## config.mk

```make
export PLATFORM = sky130hd
export DESIGN_NAME = ecc_err_capture
export DESIGN_NICKNAME = d
export VERILOG_FILES = /design/src/rtl/ecc_cap_pkg.sv /design/src/rtl/ecc_chan_log.sv /design/src/rtl/ecc_status_w1c.sv /design/src/rtl/ecc_reg_read.sv /design/src/rtl/ecc_err_capture.sv
export SDC_FILE = /design/constraint.sdc
export NUM_CORES = 1
export LEC_CHECK = 0
export BUFFER_PORTS_ARGS = -buffer_cell sky130_fd_sc_hd__buf_2
export CAP_MARGIN = 20
export CELL_PAD_IN_SITES_DETAIL_PLACEMENT = 0
export CELL_PAD_IN_SITES_GLOBAL_PLACEMENT = 1
export CORE_ASPECT_RATIO = 1.1
export CORE_MARGIN = 4
export CORE_UTILIZATION = 41
export CTS_CLUSTER_DIAMETER = 40
export DETAILED_ROUTE_END_ITERATION = 7
export MAX_ROUTING_LAYER = met4
export PLACE_DENSITY_LB_ADDON = 0.2
export SYNTH_ARGS = -nofsm -noshare
export SYNTH_HDL_FRONTEND = slang
export SYNTH_SLANG_ARGS = --single-unit
```

## constraint.sdc

```tcl
create_clock -name clk -period 4.5 [get_ports clk]
set_clock_uncertainty 0.2 [all_clocks]
set_input_delay 0.45 -clock clk [delete_from_list [all_inputs] [get_ports clk]]
set_output_delay 0.45 -clock clk [all_outputs]
set_load 0.02 [all_outputs]
```

## src/rtl/ecc_cap_pkg.sv

```systemverilog
package ecc_cap_pkg;
  localparam int COL_W  = 16;
  localparam int ROW_W  = 16;
  localparam int BANK_W = 3;
  localparam int RANK_W = 2;
  localparam int SYN_W  = 8;
  localparam int LOG_W  = 64;
  localparam int REG_W  = 32;
  localparam int ST_W   = 16;
  localparam int ST_CE  = 0;
  localparam int ST_UE  = 1;

  typedef struct packed {
    logic [COL_W-1:0]  col;
    logic [ROW_W-1:0]  row;
    logic [BANK_W-1:0] bank;
    logic [RANK_W-1:0] rank;
    logic [SYN_W-1:0]  syn;
    logic              ue;
    logic              ce;
  } chan_log_t;

  // Place the held fields at their fixed positions in the 64-bit word.
  function automatic logic [LOG_W-1:0] pack_log(chan_log_t l);
    return {l.col, l.row, l.bank, l.rank, 3'b000, l.syn, 14'd0, l.ue, l.ce};
  endfunction

  // A status write re-arms the logs when no set bit survives it.
  function automatic logic leaves_clear(logic [ST_W-1:0] st, logic [ST_W-1:0] mask);
    return (st & ~mask) == '0;
  endfunction
endpackage

```

## src/rtl/ecc_chan_log.sv

```systemverilog
module ecc_chan_log
  import ecc_cap_pkg::*;
(
  input  logic              clk,
  input  logic              rst_n,
  input  logic              en,
  input  logic              evt_ce,
  input  logic              evt_ue,
  input  logic [COL_W-1:0]  col,
  input  logic [ROW_W-1:0]  row,
  input  logic [BANK_W-1:0] bank,
  input  logic [RANK_W-1:0] rank,
  input  logic [SYN_W-1:0]  syn,
  input  logic              rearm,
  output chan_log_t         log_q,
  output logic              hit_ce,
  output logic              hit_ue,
  output logic              cap_ce,
  output logic              cap_ue
);
  logic held_ue, held_ce;
  chan_log_t log_d;

  // An event with both flags is counted as uncorrectable only.
  assign hit_ue  = en & evt_ue;
  assign hit_ce  = en & evt_ce & ~evt_ue;
  // A re-arm in the same cycle frees the entry before the capture decision.
  assign held_ue = log_q.ue & ~rearm;
  assign held_ce = log_q.ce & ~rearm;
  assign cap_ue  = hit_ue & ~held_ue;
  assign cap_ce  = hit_ce & ~held_ue & ~held_ce;

  always_comb begin
    log_d = log_q;
    if (cap_ue || cap_ce) begin
      log_d.col  = col;
      log_d.row  = row;
      log_d.bank = bank;
      log_d.rank = rank;
      log_d.syn  = syn;
      log_d.ue   = cap_ue;
      log_d.ce   = cap_ce;
    end else if (rearm) begin
      log_d.ue = 1'b0;
      log_d.ce = 1'b0;
    end
  end

  always_ff @(posedge clk) begin
    if (!rst_n) log_q <= '0;
    else        log_q <= log_d;
  end
endmodule

```

## src/rtl/ecc_status_w1c.sv

```systemverilog
module ecc_status_w1c
  import ecc_cap_pkg::*;
(
  input  logic            clk,
  input  logic            rst_n,
  input  logic            wr_hit,
  input  logic [ST_W-1:0] wdata,
  input  logic            set_ce,
  input  logic            set_ue,
  output logic [ST_W-1:0] st_q,
  output logic            rearm
);
  logic [ST_W-1:0] clr_mask, set_mask, st_d;

  assign clr_mask = wr_hit ? wdata : '0;
  always_comb begin
    set_mask        = '0;
    set_mask[ST_CE] = set_ce;
    set_mask[ST_UE] = set_ue;
  end
  // Set has priority over clear for the same bit.
  assign st_d  = (st_q & ~clr_mask) | set_mask;
  assign rearm = wr_hit & leaves_clear(st_q, wdata);

  always_ff @(posedge clk) begin
    if (!rst_n) st_q <= '0;
    else        st_q <= st_d;
  end
endmodule

```

## src/rtl/ecc_reg_read.sv

```systemverilog
module ecc_reg_read
  import ecc_cap_pkg::*;
#(
  parameter int NUM_CH     = 2,
  parameter int ADDR_W     = 8,
  parameter int STAT_OFS   = 'h00,
  parameter int LOG_BASE   = 'h10,
  parameter int LOG_STRIDE = 8
) (
  input  logic [ADDR_W-1:0]             addr,
  input  logic [ST_W-1:0]               st,
  input  logic [NUM_CH-1:0][LOG_W-1:0]  words,
  output logic [REG_W-1:0]              rdata
);
  localparam int HALF = LOG_W / 2;

  always_comb begin
    rdata = '0;
    if (addr == ADDR_W'(STAT_OFS)) rdata = {{(REG_W-ST_W){1'b0}}, st};
    for (int c = 0; c < NUM_CH; c++) begin
      if (addr == ADDR_W'(LOG_BASE + c * LOG_STRIDE))
        rdata = words[c][HALF-1:0];
      if (addr == ADDR_W'(LOG_BASE + c * LOG_STRIDE + 4))
        rdata = words[c][LOG_W-1:HALF];
    end
  end
endmodule

```

## src/rtl/ecc_err_capture.sv

```systemverilog
module ecc_err_capture
  import ecc_cap_pkg::*;
#(
  parameter int NUM_CH     = 2,
  parameter int ADDR_W     = 8,
  parameter int LOG_BASE   = 'h10,
  parameter int LOG_STRIDE = 8
) (
  input  logic                          clk,
  input  logic                          rst_n,
  input  logic                          dual_ch_off,
  input  logic [NUM_CH-1:0]             evt_ce,
  input  logic [NUM_CH-1:0]             evt_ue,
  input  logic [NUM_CH-1:0][COL_W-1:0]  evt_col,
  input  logic [NUM_CH-1:0][ROW_W-1:0]  evt_row,
  input  logic [NUM_CH-1:0][BANK_W-1:0] evt_bank,
  input  logic [NUM_CH-1:0][RANK_W-1:0] evt_rank,
  input  logic [NUM_CH-1:0][SYN_W-1:0]  evt_syn,
  input  logic                          reg_wr,
  input  logic [ADDR_W-1:0]             reg_addr,
  input  logic [ST_W-1:0]               reg_wdata,
  output logic [REG_W-1:0]              reg_rdata,
  output logic                          irq
);
  localparam int STAT_OFS = 'h00;

  // Named internal events, brought out for the checker.
  logic [NUM_CH-1:0]            ch_en, hit_ce, hit_ue, cap_ce, cap_ue;
  logic [NUM_CH-1:0][LOG_W-1:0] log_words;
  logic [ST_W-1:0]              st_q;
  logic                         rearm;
  logic                         st_wr;

  assign st_wr = reg_wr & (reg_addr == ADDR_W'(STAT_OFS));

  for (genvar c = 0; c < NUM_CH; c++) begin : g_ch
    chan_log_t log_q;
    if (c == 0) begin : g_first
      assign ch_en[c] = 1'b1;
    end else begin : g_extra
      assign ch_en[c] = ~dual_ch_off;
    end
    ecc_chan_log u_log (
      .clk   (clk),
      .rst_n (rst_n),
      .en    (ch_en[c]),
      .evt_ce(evt_ce[c]),
      .evt_ue(evt_ue[c]),
      .col   (evt_col[c]),
      .row   (evt_row[c]),
      .bank  (evt_bank[c]),
      .rank  (evt_rank[c]),
      .syn   (evt_syn[c]),
      .rearm (rearm),
      .log_q (log_q),
      .hit_ce(hit_ce[c]),
      .hit_ue(hit_ue[c]),
      .cap_ce(cap_ce[c]),
      .cap_ue(cap_ue[c])
    );
    assign log_words[c] = pack_log(log_q);
  end

  ecc_status_w1c u_status (
    .clk   (clk),
    .rst_n (rst_n),
    .wr_hit(st_wr),
    .wdata (reg_wdata),
    .set_ce(|hit_ce),
    .set_ue(|hit_ue),
    .st_q  (st_q),
    .rearm (rearm)
  );

  ecc_reg_read #(
    .NUM_CH    (NUM_CH),
    .ADDR_W    (ADDR_W),
    .STAT_OFS  (STAT_OFS),
    .LOG_BASE  (LOG_BASE),
    .LOG_STRIDE(LOG_STRIDE)
  ) u_read (
    .addr (reg_addr),
    .st   (st_q),
    .words(log_words),
    .rdata(reg_rdata)
  );

  assign irq = st_q[ST_UE] | st_q[ST_CE];
endmodule

```

==> impl_metrics.env, run 1 <==
export IMPL_pwr_share_comb_pct=13.2
export IMPL_cts_hold_buf=0
export IMPL_critPathCaptureType="output pin"
export IMPL_whs_path_depth=2
export IMPL_cts_root_buf="clkbuf_16"
export IMPL_vias=4473
export IMPL_critical_path_cell_chain="buf_2 > nor4_1 > and3_1 > and3_1 > a222oi_1 > inv_1 > buf_2"
export IMPL_most_common_layout_cells="nand2_1 (201), buf_2 (153), dfxtp_1 (110)"
export IMPL_htreeDepth=3
export IMPL_grt_pass1_vias=4486
export IMPL_fin_nets=841
export IMPL_crit_required_ps=3850
export IMPL_grt_total_usage_pct=19.1
export IMPL_drv_cap=0
export IMPL_cts_setup_buffers=0
export IMPL_drive_gt1_share_pct=27.5
export IMPL_syn_to_final_growth_pct=22.4
export IMPL_ctsLongestPathBuffers=2
export IMPL_synth_area_um2=5240
export IMPL_status="finished, final reports clean"
export IMPL_yosysWarnings=0
export IMPL_period_minus_slack_ps=3420
export IMPL_initial_utilization_pct=41.8
export IMPL_cts_tree="yes"
export IMPL_final_common_cell="nand2_1"
export IMPL_io_buffers=154
export IMPL_antenna_found_initial=1
export IMPL_core_um2=12500
export IMPL_grt_max_degree=177
export IMPL_slew_headroom_pct=34.6
export IMPL_dp_hpwl_um=9610
export IMPL_hold_violations=0
export IMPL_fillers=1257
export IMPL_die_area_um2=14600
export IMPL_synth_top_area_cell="dfxtp_1"
export IMPL_cts_buffers=9
export IMPL_cpMaxStageDelayCell="and3_1"
export IMPL_synth_area_leaders="dfxtp_1 (42%), mux2i_1 (18%), nand2_1 (14%)"
export IMPL_drc=0
export IMPL_period_share_pct=75.9
export IMPL_rsz0062_at_grt="no"
export IMPL_final_setup_worst_slack_ps=1080
export IMPL_drt_iter0_markers=348
export IMPL_min_path_type="in -> reg"
export IMPL_grt_overflow_total=0
export IMPL_ant_nets=0
export IMPL_fmax_mhz=293
export IMPL_row_count=43
export IMPL_syn_inst=588
export IMPL_p_leak_nw=3.17
export IMPL_worstPathMaxFanout=17
export IMPL_setup_violations=0
export IMPL_cpPeakStageDelay_ps=740
export IMPL_p_sw_mw=0.537
export IMPL_critical_path_class="in -> out"
export IMPL_synth_edf_count=0
export IMPL_cp_arrival_ps=2770
export IMPL_drt_wl_total_um=13600
export IMPL_synth_seq_cells=110
export IMPL_dp_cells=864
export IMPL_via_per_inst=5.07
export IMPL_p_per_area_nw_per_um2=337
export IMPL_synth_avg_cell_area_um2=8.90
export IMPL_gp_congestion=0.790
export IMPL_io_pins=155
export IMPL_intPower_mw=1.62
export IMPL_ir_worst_vdd_uv=191
export IMPL_post_drt_wl_per_cell_um=15.5
export IMPL_synth_nets=710
export IMPL_grt_pass1_wl_um=21500
export IMPL_worst_pin_slew_ps=980
export IMPL_clk_latency_ps=350
export IMPL_final_util_pct=51.1
export IMPL_clkTransAtPathRegs_ps=70
export IMPL_clkPwrFrac_pct=37.3
export IMPL_worstRegToRegCells=7
export IMPL_async_flop_share_pct=0
export IMPL_place_ws_ps=1050
export IMPL_start_kind="input pin"
export IMPL_ys_types=32
export IMPL_yosysTopAreaCellShare_pct=42.1
export IMPL_die_x_um=116
export IMPL_netSwitchingFraction_pct=24.8
export IMPL_cts_resized=0
export IMPL_power_total_mw=2.16
export IMPL_drv_slew=0
export IMPL_first_pass_iters=5
export IMPL_power_frac_seq_pct=49.5
export IMPL_die_height_um=127
export IMPL_ys_seq_area_share_pct=42.1
export IMPL_fin_tns_setup_ps=0
export IMPL_clkSinkCount=110
export IMPL_fin_cells=882
export IMPL_yosys_most_used_dff="dfxtp_1"
[layout make-up]
type	count	area, um2	area share [%]
clock buffer	11	243	3.79
timing repair buffer	163	877	13.7
multi-input combinational	413	2750	42.9
inverter	22	82.6	1.29
tap	157	196	3.07
sequential	110	2200	34.4
antenna	1	2.50	0.0390
clock inverter	5	58.8	0.918
[metrics by stage]
stage               hold WS, ps  cell area [um2]
floorplan                   224             5240
CTS                        54.1             6380
finish                     66.3             6410
global placement            235             6080
detailed placement          241             6080
global route               60.1             6410
[sequential cells by signal, indices dropped and copies added (netlist names)]
register,flops
u_status.st_q,16
g_ch.u_log.log_q,94
[synthesized netlist by cell type (3+ instances only)]
cell / n
nand2_1: 201
nand2b_1: 15
o2111ai_1: 4
a21boi_1: 3
buf_6: 10
inv_1: 22
a222oi_1: 14
dfxtp_1: 110
a21oi_1: 20
and2_1: 15
clkbuf_1: 29
mux2i_1: 92
a22o_1: 3
mux4_2: 13
o21ai_0: 4
o211ai_1: 4
or2_2: 3
[power groups by stage]
stage / Sequential [mW] / Combinational, mW / Clock (mW)
global route: 1.08 / 0.317 / 0.861
finish: 1.07 / 0.285 / 0.807
global placement: 1.09 / 0.279 / 0
detailed placement: 1.09 / 0.287 / 0
floorplan: 1.08 / 0.198 / 0
CTS: 1.07 / 0.288 / 0.829
[critical path: cells and delay by family]
kind	cells	cell delay (ps)
AO/OA/AOI/OAI	1	250
AND/OR/NAND/NOR	3	1700
buffers and inverters	3	350
[metal layers]
metal | share of wire [%] | vias up | track usage (%) | wire [um]
met5 | 0 | - | - | 0
met4 | 1.4 | 0 | 6.21 | 195
met3 | 6.4 | 15 | 4.25 | 872
met2 | 49 | 114 | 31.3 | 6640
met1 | 43 | 2099 | 23.3 | 5920
li1 | - | 2245 | - | -
[worst paths after layout]
kind	slack, ps	start	to
worst max-delay path	1080	reg_addr[7]	reg_rdata[12]
worst min-delay path	70	reg_wdata[6]	u_status.st_q[6]
worst max register to register	1890	u_status.st_q[7]	g_ch[0].u_log.log_q[8]
worst min register to register	250	u_status.st_q[12]	u_status.st_q[12]
[kinds of logic (layout without fill, tap and decap cells)]
family | Yosys count | after routing | synth area share (%)
other | 0 | 1 | 0
DFF | 110 | 110 | 42.1
muxes | 105 | 105 | 23.2
buffers and inverters | 65 | 201 | 6.14
AOI/OAI and AO/OA | 60 | 60 | 8.25
and+or+nand+nor | 248 | 248 | 20.4
Note: power is estimated with default switching activity, not from simulation.
==> inputs of run 2 (changes only) <==
--- a/config.mk
+++ b/config.mk
@@ -11,7 +11,7 @@
 export CELL_PAD_IN_SITES_GLOBAL_PLACEMENT = 1
 export CORE_ASPECT_RATIO = 1.1
 export CORE_MARGIN = 4
-export CORE_UTILIZATION = 41
+export CORE_UTILIZATION = 38
 export CTS_CLUSTER_DIAMETER = 40
 export DETAILED_ROUTE_END_ITERATION = 7
 export MAX_ROUTING_LAYER = met4
==> constraint.sdc (replaced) <==
create_clock -name clk -period 3.18 [get_ports clk]
set_clock_uncertainty 0.2 [all_clocks]
set_input_delay 0.318 -clock clk [delete_from_list [all_inputs] [get_ports clk]]
set_output_delay 0.318 -clock clk [all_outputs]
set_load 0.02 [all_outputs]
==> run 2 against run 1 <==
Non-clock buffer count is 30 higher; hold slack worse by 61 ps; design area is 4.6% higher; combinational power is 52% higher; largest cell class unchanged.
==> impl_metrics.env, run 2 (same netlist as run 1, synthesis figures left out) <==
export IMPL_place_ws_ps=478
export IMPL_critical_path_cell_chain="dlygate4sd3_1 > buf_2 > nand2b_1 > o2111ai_1 > nor4_1 > buf_4 > a31oi_4 > buf_12 > mux2i_1"
export IMPL_die_height_um=131
export IMPL_row_count=44
export IMPL_io_buffers=154
export IMPL_fin_tns_setup_ps=0
export IMPL_ctsLongestPathBuffers=2
export IMPL_cp_arrival_ps=2770
export IMPL_period_share_pct=84.7
export IMPL_grt_pass1_vias=4793
export IMPL_drv_slew=0
export IMPL_crit_required_ps=3260
export IMPL_drt_iter0_markers=266
export IMPL_fin_nets=871
export IMPL_htreeDepth=3
export IMPL_drc=0
export IMPL_reg_top3="g_ch.u_log.log_q (94), u_status.st_q (16)"
export IMPL_ant_nets=0
export IMPL_drive_gt1_share_pct=27.1
export IMPL_clkTransAtPathRegs_ps=80
export IMPL_min_path_type="in -> reg"
export IMPL_grt_total_usage_pct=18.7
export IMPL_hold_violations=0
export IMPL_vias=4617
export IMPL_grt_pass1_wl_um=23300
export IMPL_first_pass_iters=5
export IMPL_dp_hpwl_um=10200
export IMPL_die_area_um2=15700
export IMPL_p_leak_nw=3.28
export IMPL_post_drt_wl_per_cell_um=15.1
export IMPL_critPathCaptureType="flip-flop"
export IMPL_gp_congestion=0.834
export IMPL_status="finished, final reports clean"
export IMPL_die_x_um=120
export IMPL_cts_root_buf="clkbuf_16"
export IMPL_syn_to_final_growth_pct=28.1
export IMPL_cpMaxStageDelayCell="a31oi_4"
export IMPL_io_pins=155
export IMPL_crit_family="buffers and inverters"
export IMPL_clk_latency_ps=350
export IMPL_cts_resized=0
export IMPL_largest_reg_flops=94
export IMPL_period_minus_slack_ps=2690
export IMPL_cts_hold_buf=26
export IMPL_grt_max_degree=114
export IMPL_drv_cap=0
export IMPL_crit_buf_inv=4
export IMPL_cts_setup_buffers=0
export IMPL_fmax_mhz=371
export IMPL_cts_buffers=9
export IMPL_most_common_layout_cells="nand2_1 (201), buf_2 (153), dfxtp_1 (110)"
export IMPL_worstPathMaxFanout=32
export IMPL_p_per_area_nw_per_um2=451
export IMPL_n_antenna_cell=0
export IMPL_setup_violations=0
export IMPL_antenna_found_initial=0
export IMPL_final_setup_worst_slack_ps=487
export IMPL_cts_tree="yes"
export IMPL_slew_headroom_pct=47.1
export IMPL_fillers=1330
export IMPL_clkSinkCount=110
export IMPL_via_per_inst=4.92
export IMPL_top_register="g_ch.u_log.log_q"
export IMPL_initial_utilization_pct=39.3
export IMPL_ir_worst_vdd_uv=231
export IMPL_critical_path_class="in -> reg"
export IMPL_cpPeakStageDelay_ps=630
export IMPL_holdWs_ps=4.94
export IMPL_drt_wl_total_um=14200
export IMPL_final_common_cell="nand2_1"
export IMPL_worst_pin_slew_ps=793
export IMPL_grt_overflow_total=0
export IMPL_start_kind="input pin"
export IMPL_rsz0062_at_grt="no"
export IMPL_core_um2=13300
==> run 2: changes by cell type in the layout (fill, tap and decap cells not counted), sizes merged <==
| cell | previous run | this run |
|---|---|---|
| dlygate4sd3 | 0 | 26 |
| buf | 163 | 167 |
| clkbuf | 11 | 9 |
| inv | 22 | 24 |
| bufinv | 1 | 0 |
| clkinv | 2 | 3 |
| diode | 1 | 0 |
==> run 2: report_power, final <==
part | switching [mW] | total (mW) | internal [mW]
sequential | 0.0485 | 1.51 | 1.47
combinational | 0.211 | 0.433 | 0.223
clock | 0.534 | 1.07 | 0.541
total | 0.793 | 3.02 | 2.23
==> run 2: final timing paths <==
| path | cells past startpoint | slack [ps] | endpoint | startpoint |
|---|---|---|---|---|
| max | 9 | 490 | g_ch[1].u_log.log_q[16] | reg_wdata[4] |
| min | 3 | 5 | g_ch[1].u_log.log_q[13] | evt_bank[4] |
| max reg2reg | 7 | 690 | g_ch[1].u_log.log_q[16] | u_status.st_q[7] |
| min reg2reg | 2 | 250 | u_status.st_q[3] | u_status.st_q[3] |
==> run 2: area by class of cell <==
type	count	area, um2	area share [%]
Timing Repair Buffer	193	1160	17.3
Inverter	22	82.6	1.23
Clock inverter	7	57.6	0.859
Tap cell	184	230	3.43
Clock buffer	9	225	3.36
Multi-Input combinational cell	413	2750	41.0
Sequential cell	110	2200	32.8
==> run 2: metal layers <==
layer	GRT usage, %	routed length [um]	part of all wire [%]
met5	-	0	0
met1	23.4	6310	45
met2	31.1	6960	49
met4	5.41	194	1.4
met3	2.92	703	5.0
==> run 2: worst register-to-register path: cells and delay by family (launching register included) <==
kind	cells	cell delay, ps
multiplexers	1	260
flip-flops	1	380
AO/OA/AOI/OAI	2	890
buffers and inverters	3	570
AND/OR/NAND/NOR	1	100
==> run 2: through the flow <==
| stage | util [%] | power (mW) | cell area (um2) | std cells |
|---|---|---|---|---|
| 2_1_floorplan | - | 1.81 | 5240 | 588 |
| 5_1_grt | 50.3 | 3.17 | 6700 | 938 |
| 6_report | 50.3 | 3.02 | 6700 | 938 |
| 3_5_place_dp | 46.2 | 1.96 | 6160 | 896 |
| 4_1_cts | 50.3 | 3.06 | 6700 | 938 |
| 3_3_place_gp | 46.2 | 1.95 | 6160 | 896 |
==> inputs of run 3 (changes only) <==
==> constraint.sdc (replaced) <==
create_clock -name clk -period 2.48 [get_ports clk]
set_clock_uncertainty 0.2 [all_clocks]
set_input_delay 0.248 -clock clk [delete_from_list [all_inputs] [get_ports clk]]
set_output_delay 0.248 -clock clk [all_outputs]
set_load 0.02 [all_outputs]
==> run 3 against run 2 <==
Cell count up 9.2%; non-clock buffer count up 86; core utilization up 7.0 points; critical path type is now in -> out.
==> impl_metrics.env, run 3 (same netlist as run 1, synthesis figures left out) <==
export IMPL_status="finished, final reports clean"
export IMPL_place_ws_ps=53.3
export IMPL_die_height_um=131
export IMPL_critical_path_class="in -> out"
export IMPL_cp_arrival_ps=1850
export IMPL_hold_violations=0
export IMPL_reg_top3="g_ch.u_log.log_q (94), u_status.st_q (16)"
export IMPL_cts_setup_buffers=0
export IMPL_final_setup_worst_slack_ps=182
export IMPL_drt_iter0_markers=274
export IMPL_row_count=44
export IMPL_n_antenna_cell=0
export IMPL_crit_required_ps=2030
export IMPL_die_x_um=120
export IMPL_ir_worst_vdd_uv=279
export IMPL_slew_headroom_pct=60.9
export IMPL_worstPathMaxFanout=14
export IMPL_antenna_found_initial=0
export IMPL_htreeDepth=3
export IMPL_largest_reg_flops=94
export IMPL_ant_nets=0
export IMPL_drive_gt1_share_pct=25.0
export IMPL_grt_pass1_wl_um=25600
export IMPL_setup_violations=0
export IMPL_fin_nets=957
export IMPL_die_area_um2=15700
export IMPL_grt_overflow_total=0
export IMPL_dp_hpwl_um=10200
export IMPL_period_minus_slack_ps=2300
export IMPL_cts_tree="yes"
export IMPL_vias=4928
export IMPL_drc=0
export IMPL_fmax_mhz=435
export IMPL_syn_to_final_growth_pct=45.9
export IMPL_io_buffers=154
export IMPL_p_leak_nw=3.68
export IMPL_grt_pass1_vias=5261
export IMPL_start_kind="input pin"
export IMPL_cts_buffers=9
export IMPL_fin_cells=1024
export IMPL_post_drt_wl_per_cell_um=15.0
export IMPL_clk_latency_ps=350
export IMPL_io_pins=155
export IMPL_first_pass_iters=5
export IMPL_via_per_inst=4.81
export IMPL_top_register="g_ch.u_log.log_q"
export IMPL_final_common_cell="nand2_1"
export IMPL_ctsLongestPathBuffers=2
export IMPL_drv_slew=0
export IMPL_clkSinkCount=110
export IMPL_initial_utilization_pct=39.3
export IMPL_cts_root_buf="clkbuf_16"
export IMPL_dp_cells=903
export IMPL_core_um2=13300
export IMPL_worst_pin_slew_ps=586
export IMPL_p_per_area_nw_per_um2=546
export IMPL_most_common_layout_cells="nand2_1 (201), buf_2 (153), dfxtp_1 (110)"
export IMPL_critPathCaptureType="output pin"
export IMPL_drt_wl_total_um=15400
export IMPL_fin_tns_setup_ps=0
export IMPL_grt_total_usage_pct=20.6
export IMPL_drv_cap=0
export IMPL_grt_max_degree=84
export IMPL_fillers=1233
export IMPL_gp_congestion=0.823
export IMPL_period_share_pct=92.7
export IMPL_clkTransAtPathRegs_ps=70
export IMPL_min_path_type="in -> reg"
export IMPL_rsz0062_at_grt="no"
## run 3: metal layers
metal	GRT usage [%]	share of wire (%)	up-vias
li1	-	-	2482
met1	25.3	46	2289
met2	33.6	48	132
met3	3.83	3.8	25
met4	7.57	2.3	0
met5	-	0	-
## run 3: area by class of cell
class | count | area, um2 | share of cell area, %
clock inverters | 5 | 83.8 | 1.10
clock buffers | 11 | 233 | 3.05
repair buffers | 279 | 2050 | 26.9
flip-flops and latches | 110 | 2200 | 28.8
inverters | 22 | 82.6 | 1.08
multi-input cells | 413 | 2750 | 36.0
well taps | 184 | 230 | 3.01
## run 3: what timing repair did
| item | in CTS | in global routing |
|---|---|---|
| setup endpoints to repair | 0 | 4 |
| endpoints found under the hold margin | 106 | 0 |
| hold buffers | 105 | 0 |
| resized for setup | 0 | 1 |
## run 3: power breakdown
group / total (mW) / switching [mW] / leakage (nW) / internal (mW)
combinational: 0.670 / 0.295 / 2.63 / 0.375
sequential: 1.94 / 0.0631 / 0.903 / 1.88
clock: 1.55 / 0.666 / 0.146 / 0.889
total: 4.17 / 1.02 / 3.68 / 3.14
## run 3: worst max-delay path: stages
cell and delay [ps]:
buf_2 110, nor4_2 320, buf_4 170, nand3_1 120, nor3b_2 300, buf_12 180
a222oi_1 110, inv_1 90, buf_2 170
## run 3: worst paths after layout
path / startpoint / to / slack (ps) / depth (start not counted)
hold reg to reg: u_status.st_q[9] / u_status.st_q[9] / 250 / 2
hold / removal: reg_wdata[1] / u_status.st_q[1] / 50 / 3
setup reg to reg: u_status.st_q[7] / g_ch[0].u_log.log_q[20] / 470 / 7
setup / recovery: reg_addr[7] / reg_rdata[10] / 180 / 9
## run 3: per-stage QoR
step | cell area, um2 | util [%] | hold WS (ps) | total power, mW
floorplan | 5240 | - | 135 | 2.32
global placement | 6260 | 47.0 | 231 | 2.51
finish | 7640 | 57.3 | 54.2 | 4.17
global route | 7640 | 57.3 | 94.5 | 4.36
detailed placement | 6260 | 47.0 | 235 | 2.52
CTS | 7630 | 57.3 | 40.4 | 4.20
